<file path="config.mk">
export PLATFORM = sky130hd
export DESIGN_NAME = pwm4_timer
export DESIGN_NICKNAME = d
export VERILOG_FILES = /design/src/rtl/pwm4_timer.sv
export SDC_FILE = /design/constraint.sdc
export NUM_CORES = 1
export LEC_CHECK = 0
export ABC_CLOCK_PERIOD_IN_PS = 5690
export BUFFER_PORTS_ARGS = -buffer_cell sky130_fd_sc_hd__buf_2
export CAP_MARGIN = 20
export CORE_MARGIN = 2
export CORE_UTILIZATION = 45
export CTS_CLUSTER_SIZE = 25
export DETAILED_ROUTE_END_ITERATION = 8
export PLACE_DENSITY = 0.67
export SYNTH_ARGS = -nofsm -noshare
export SYNTH_HDL_FRONTEND = slang
export SYNTH_SLANG_ARGS = --single-unit
</file>
<file path="constraint.sdc">
create_clock -name clk -period 5.69 [get_ports clk]
set_clock_uncertainty 0.05 [all_clocks]
set_input_delay 0.2845 -clock clk [delete_from_list [all_inputs] [get_ports clk]]
set_output_delay 0.2845 -clock clk [all_outputs]
set_load 0.01 [all_outputs]
</file>
<file path="src/rtl/pwm4_timer.sv">
module pwm4_timer #(
  parameter int W   = 16,
  parameter int NCH = 4,
  parameter int AW  = 4,
  parameter int PSW = 2
)(
  input  logic           clk,
  input  logic           rst_n,
  input  logic           wr_en,
  input  logic [AW-1:0]  wr_addr,
  input  logic [W-1:0]   wr_data,
  input  logic [AW-1:0]  rd_addr,
  output logic [W-1:0]   rd_data,
  output logic [NCH-1:0] pwm,
  output logic [NCH-1:0] irq
);
  localparam int PCW = (1 << PSW) - 1;
  localparam int CW  = PSW + 2;
  localparam logic [AW-1:0] A_CTRL  = AW'(0);
  localparam logic [AW-1:0] A_CHEN  = AW'(1);
  localparam logic [AW-1:0] A_IRQEN = AW'(2);
  localparam logic [AW-1:0] A_FLAG  = AW'(3);
  localparam logic [AW-1:0] A_CNT   = AW'(4);
  localparam logic [AW-1:0] A_PER   = AW'(5);
  localparam int A_CMP0 = 6;

  logic           run, down;
  logic [PSW-1:0] psel;
  logic [NCH-1:0] chen, irqen, flag, hit, cmp_vld;
  logic [W-1:0]   cnt, per_act, per_buf;
  logic           per_vld;
  logic [NCH-1:0][W-1:0] cmp_act, cmp_buf;
  logic [PCW-1:0] pre, pmask;
  logic [PCW:0]   one_sh;

  assign one_sh = (PCW+1)'(1) << psel;
  assign pmask  = one_sh[PCW-1:0] - 1'b1;

  wire           tick   = run && ((pre & pmask) == pmask);
  wire           at_end = down ? (cnt == '0) : (cnt >= per_act);
  wire           wrap   = tick && at_end;
  wire           wr_cnt = wr_en && (wr_addr == A_CNT);
  wire           wr_per = wr_en && (wr_addr == A_PER);
  wire [W-1:0]   per_nx = per_vld ? per_buf : per_act;
  wire [NCH-1:0] clr    = (wr_en && wr_addr == A_FLAG) ? wr_data[NCH-1:0] : '0;

  assign irq = flag & irqen;

  always_ff @(posedge clk or negedge rst_n) begin
    if (!rst_n) begin
      {psel, down, run} <= '0;
      chen  <= '0;
      irqen <= '0;
    end else if (wr_en) begin
      case (wr_addr)
        A_CTRL:  {psel, down, run} <= wr_data[CW-1:0];
        A_CHEN:  chen  <= wr_data[NCH-1:0];
        A_IRQEN: irqen <= wr_data[NCH-1:0];
        default: ;
      endcase
    end
  end

  always_ff @(posedge clk or negedge rst_n) begin
    if (!rst_n) begin
      pre  <= '0;
      cnt  <= '0;
      flag <= '0;
    end else begin
      pre  <= run ? pre + 1'b1 : '0;
      flag <= (flag & ~clr) | hit;
      if (wr_cnt)
        cnt <= wr_data;
      else if (tick) begin
        if (at_end) cnt <= down ? per_nx : '0;
        else        cnt <= down ? cnt - 1'b1 : cnt + 1'b1;
      end
    end
  end

  always_ff @(posedge clk or negedge rst_n) begin
    if (!rst_n) begin
      per_act <= '0;
      per_buf <= '0;
      per_vld <= 1'b0;
    end else begin
      if (wrap && per_vld) per_act <= per_buf;
      if (wr_per) begin
        per_buf <= wr_data;
        per_vld <= 1'b1;
      end else if (wrap)
        per_vld <= 1'b0;
    end
  end

  for (genvar g = 0; g < NCH; g++) begin : g_ch
    wire cw = wr_en && (wr_addr == AW'(A_CMP0 + g));
    assign hit[g] = tick && (cnt == cmp_act[g]);
    assign pwm[g] = chen[g] && (cnt < cmp_act[g]);
    always_ff @(posedge clk or negedge rst_n) begin
      if (!rst_n) begin
        cmp_act[g] <= '0;
        cmp_buf[g] <= '0;
        cmp_vld[g] <= 1'b0;
      end else begin
        if (wrap && cmp_vld[g]) cmp_act[g] <= cmp_buf[g];
        if (cw) begin
          cmp_buf[g] <= wr_data;
          cmp_vld[g] <= 1'b1;
        end else if (wrap)
          cmp_vld[g] <= 1'b0;
      end
    end
  end

  always_comb begin
    rd_data = '0;
    case (rd_addr)
      A_CTRL:  rd_data = W'({psel, down, run});
      A_CHEN:  rd_data = W'(chen);
      A_IRQEN: rd_data = W'(irqen);
      A_FLAG:  rd_data = W'(flag);
      A_CNT:   rd_data = cnt;
      A_PER:   rd_data = per_act;
      default: ;
    endcase
    for (int i = 0; i < NCH; i++)
      if (rd_addr == AW'(A_CMP0 + i)) rd_data = cmp_act[i];
  end
endmodule

</file>
== Word-level counts from Yosys, hierarchy flattened ==
Cells that the tools add are included.
Storage, ports and cells
  bits of input ports: 27
  register bits after elaboration: 200
  output and inout bits: 24
Cells by class
  order comparisons: 5
  reduce and logical (&&, ||, !) cells: 34
  mux-type cells: 20
  eq/ne operators: 23
  bitwise logic cells: 5
  shift operators: 1
  $add $sub $neg: 4
Operators by type and width (count)
  $mux 16: 10
  $pmux 16 s6: 1
  $eq 16x16->1: 4
  $lt 16x16->1: 4
  $eq 4x3->1 const B: 8
  $logic_and 1x1->1: 22
  $add 16x1->16 const B: 1
  $eq 4x2->1 const B: 4
  $eq 4x4->1 const B: 4
  $ge 16x16->1: 1
  $logic_not 16->1: 1
  $sub 16x1->16 const B: 1
  $reduce_bool 2->1: 6
  $and 4x4->4: 2
  $eq 4x1->1 const B: 2
  $logic_not 4->1: 2
  $mux 1: 7
  $reduce_and 2->1: 3
  $mux 4: 1
  $not 4->4: 1
  $or 4x4->4: 1
  $add 3x1->3 const B: 1
  $and 3x3->3: 1
  $eq 3x3->1: 1
  3 further kinds: 3

== Depth between registers and ports, before layout ==
  depth in word-level cells: 8
  gate-level depth with buffers: 10
  gate-level depth less buffers: 8

== Worst setup path before layout ==
No wires, ideal clock.
  path type: reg-to-reg
  start: reg down
  end: reg cnt[12]
  cell stages (with the launch flop): 11
  data arrival time: 2.534 ns
  setup time: 0.132 ns
  slack: 2.973 ns
  path buffers: 2
  required time: 5.508 ns
  clock period less this slack: 2.717 ns
  cells stage by stage: dfrtp_1 buf_2 inv_1 clkbuf_1 fa_1 nor2b_1 o31ai_1 a311oi_1 nand3_1 mux2i_1 o22ai_1
Between the ends
  word-level cells in the longest chain between the ends: 4
RTL lines
  start: declaration: line 27  | logic run, down;
  start signal: assignment: line 56  | A_CTRL: {psel, down, run} <= wr_data[CW-1:0];
  $mux 16, or another cell as far along: line 76  | else cnt <= down ? cnt - 1'b1 : cnt + 1'b1;
  $mux 16 *: line 75  | if (at_end) cnt <= down ? per_nx : '0;
  $mux 16 *: line 74  | else if (tick) begin
  $mux 16 *: line 72  | if (wr_cnt)
  end signal: assignment: line 73  | cnt <= wr_data;
  end signal: assignment: line 75
  end signal: assignment: line 76
  end: declaration: line 30  | logic [W-1:0] cnt, per_act, per_buf;
Every way passes the cells marked *; elsewhere a longest branch is shown, timed or not. The select of a mux whose other input is x is not followed.
A chain may end at the register's enable or synchronous reset.

== Worst setup path after layout ==
  start: reg cnt[9]
  end: out pwm[3]
Between the ends
  word-level cells in the longest chain between the ends: 2
RTL lines
  $lt 16x16->1: line 99  | assign pwm[g] = chen[g] && (cnt < cmp_act[g]);
  $logic_and 1x1->1: line 99
  end: declaration: line 14  | output logic [NCH-1:0] pwm,
Every way passes these cells.

==> out/metrics.yaml <==
status:
  status: "complete, no violations"
synth:
  synth.top_cells.by_count: "dfrtp_1 (200), mux2_2 (176), inv_1 (103), ha_1 (95), nor2_1 (56)"
  synth_area_leaders: "dfrtp_1 (42%), mux2_2 (17%), ha_1 (10%)"
  netlist.area_leader.share: 0.4231
  synth_cell_types: 65
  synth.area.mux_share: 0.2147
  synth-main-ff-cell: "dfrtp_1"
  synth-compound-area-share: 0.1093
  ys_seq_elements: 200
  synthesis.area_um2: 11830
  ys_warn_count: 0
  yosysTopAreaCell: "dfrtp_1"
  yosys.area_share.adder: 0.1022
  synth_edf_count: 0
  synthXorXnorAreaFrac: 0.008144
  yosys.area_share.simple: 0.09159
  yosysMostFrequentCell: "dfrtp_1"
  synthCells: 1066
  synth_seq_area_share: 0.4231
  syn-num-nets: 1189
  async_reset_ff_frac: 1.000
  synth_top_family_by_area: "multiplexers"
  syn_avg_cell_area_um2: 11.10
setup_path:
  worstRegToRegCells: 7
  r2r-start: "cnt[12]"
  start_kind: "flop"
  crit_arrival_ps: 2950
  path_max_fanout: 9
  worstPathRequired_ps: 5360
  r2r_end: "cmp_act[19]"
  cp-endpoint: "pwm[3]"
  crit_start: "cnt[9]"
  crit_type: "flop to output port"
  end_kind: "output port"
  r2r_slack_ps: 2410
timing:
  min_period_ps: 3287
  setup_viol: 0
  clock.fmax_mhz: 304.2
  slew_headroom: 0.2562
  tns_ps: 0
  whs_ps: 162.6
  timing.final.max_slew_violations: 0
  rsz0062_at_grt: "false"
  worst_slew_pin_slew_ps: 1114
  min_period_over_period: 0.5777
  finalHoldViolations: 0
final_layout:
  num-fill-cells: 2303
  fin_nets: 1227
  instances_no_fill: 1450
  drive_gt1_frac: 0.2646
  syn_to_final_growth_pct: 9.688
  antennaDiodeCount: 0
placed_design:
  dpl.hpwl_um: 21940
  placedCellCount: 1418
  gp_congestion: 0.8488
  port_buffers: 50
grt:
  grt.overflow.total: 0
  grt_pass1_vias: 8703
  grt_usage: 0.2200
  grt_pass1_wl_um: 47800
  grt_max_degree: 100
  busiest_layer: "met2"
  gr-usage-met2: 0.3502
  antenna_found_initial: 0
  use_met1: 0.3174
  use_met3: 0.03289
clock_network:
  cts-buffers-inserted: 17
  root_buffer: "clkbuf_16"
  cts.hold.buffers_added: 1
  cts_tree: "done"
  cts_htree_levels: 4
  cts_buffer_depth: 2
  clkTransAtPathRegs_ps: 70
  cts_setup_buffers: 0
  cts_resized: 0
  cts.sinks: 200
  clk_latency_ps: 440
die:
  io_pins: 51
  num_rows: 59
  start_util: 0.4566
  dieArea_um2: 27600
  die_h_um: 166.1
  core_region_area_um2: 25910
  fp.dieW_um: 166.1
routing:
  drc: 0
  route.vias.total: 8564
  drt_iter0_drc: 622
  wire_per_inst_um: 20.53
  viasPerCell: 5.906
  drt_wl_total_um: 29770
  drtAntennaViolNets: 0
  drt_pre_antenna_iters: 6
power_and_ir_drop:
  peakVddDrop_v: 0.0002429
  p_leak_nw: 6.011
  p_per_area_nw_per_um2: 479.4
job:
  cap_violations: 0
min_path:
  hold_path.class: "input port to flop"
worst min-delay path by stage:
stage                start      end  slack [ps]  cells after the start
2_1_floorplan        rst_n  chen[0]         -60                      0
3_3_place_gp         rst_n   pre[0]         370                      1
3_5_place_dp         rst_n   pre[0]         380                      1
4_1_cts        wr_data[14]  cnt[14]         150                      3
5_1_grt        wr_data[14]  cnt[14]         170                      3
6_report       wr_data[14]  cnt[14]         160                      3
final cells by class:
type                    count  area (um^2)  area share
clock buffers              17        425.4     0.03278
repair buffers             61        364.1     0.02806
inverters                 103        386.6     0.02979
clock inverters            13        135.1     0.01041
flip-flops and latches    200         5005      0.3857
multi-input cells         721         6241      0.4810
well taps                 335        419.2     0.03230
per-layer routing:
| layer | vias up | routed length, um |
|---|---|---|
| met5 | - | 0 |
| met3 | 41 | 1398 |
| met1 | 4360 | 14050 |
| li1 | 3952 | - |
| met4 | 0 | 537 |
| met2 | 211 | 13790 |
cell families after synthesis:
| logic type | count (synthesis) |
|---|---|
| buffers and inverters | 145 |
| XOR/XNOR | 11 |
| AO/OA/AOI/OAI | 189 |
| AND/OR/NAND/NOR | 210 |
| multiplexers | 215 |
| adder cells (fa/ha/maj) | 96 |
| flip-flops | 200 |
state kept, by name (all words and copies together) (netlist names), 4 cells and up:
name and flops:
cmp_act 64, cmp_buf 64, cnt 16, per_act 16
per_buf 16, chen 4, cmp_vld 4, flag 4
irqen 4
worst max-delay path: stages, from the launching register on:
cell and delay (ps):
dfrtp_1 660, ha_1 330, a21o_1 190, a21o_1 180, a21oi_1 150, nor2_1 60, a2111oi_0 560, a32o_1 250
buf_2 150
through the flow:
stage | area, um^2 | total power, mW | worst slack [ps] | util
2_1_floorplan | 11830 | 4.188 | 2973 | -
3_3_place_gp | 12380 | 4.878 | 2286 | 0.4777
3_5_place_dp | 12380 | 4.978 | 2241 | 0.4777
4_1_cts | 12950 | 6.198 | 2217 | 0.4997
5_1_grt | 12980 | 6.695 | 2229 | 0.5008
6_report | 12980 | 6.220 | 2403 | 0.5008
placed cells by master (no fill, tap or decap), types with 6 or more instances in the layout:
cell type and n:
dfrtp_1 200, mux2_2 176, inv_1 103, ha_1 95, nor2_1 54, a21oi_1 49
buf_2 49, nand2_1 43, o21ai_0 37, mux2i_1 25, nand3_1 19, a21o_1 17
clkbuf_16 17, nand4_1 16, nor3_1 13, mux4_2 13, a222oi_1 12, nor2b_1 10
buf_4 9, and3_1 8, xnor2_1 8, o21a_1 8, o22ai_1 7, a31oi_1 6
nand3b_1 6, and2_1 6, nor4_1 6, inv_6 6
power breakdown:
group | switching, mW | internal (mW) | leakage, nW
logic | 1.38 | 1.28 | 3.20
clock network | 0.581 | 0.615 | 0.275
registers | 0.524 | 1.84 | 2.54
total | 2.49 | 3.73 | 6.01
(Power assumes the default switching activity.)
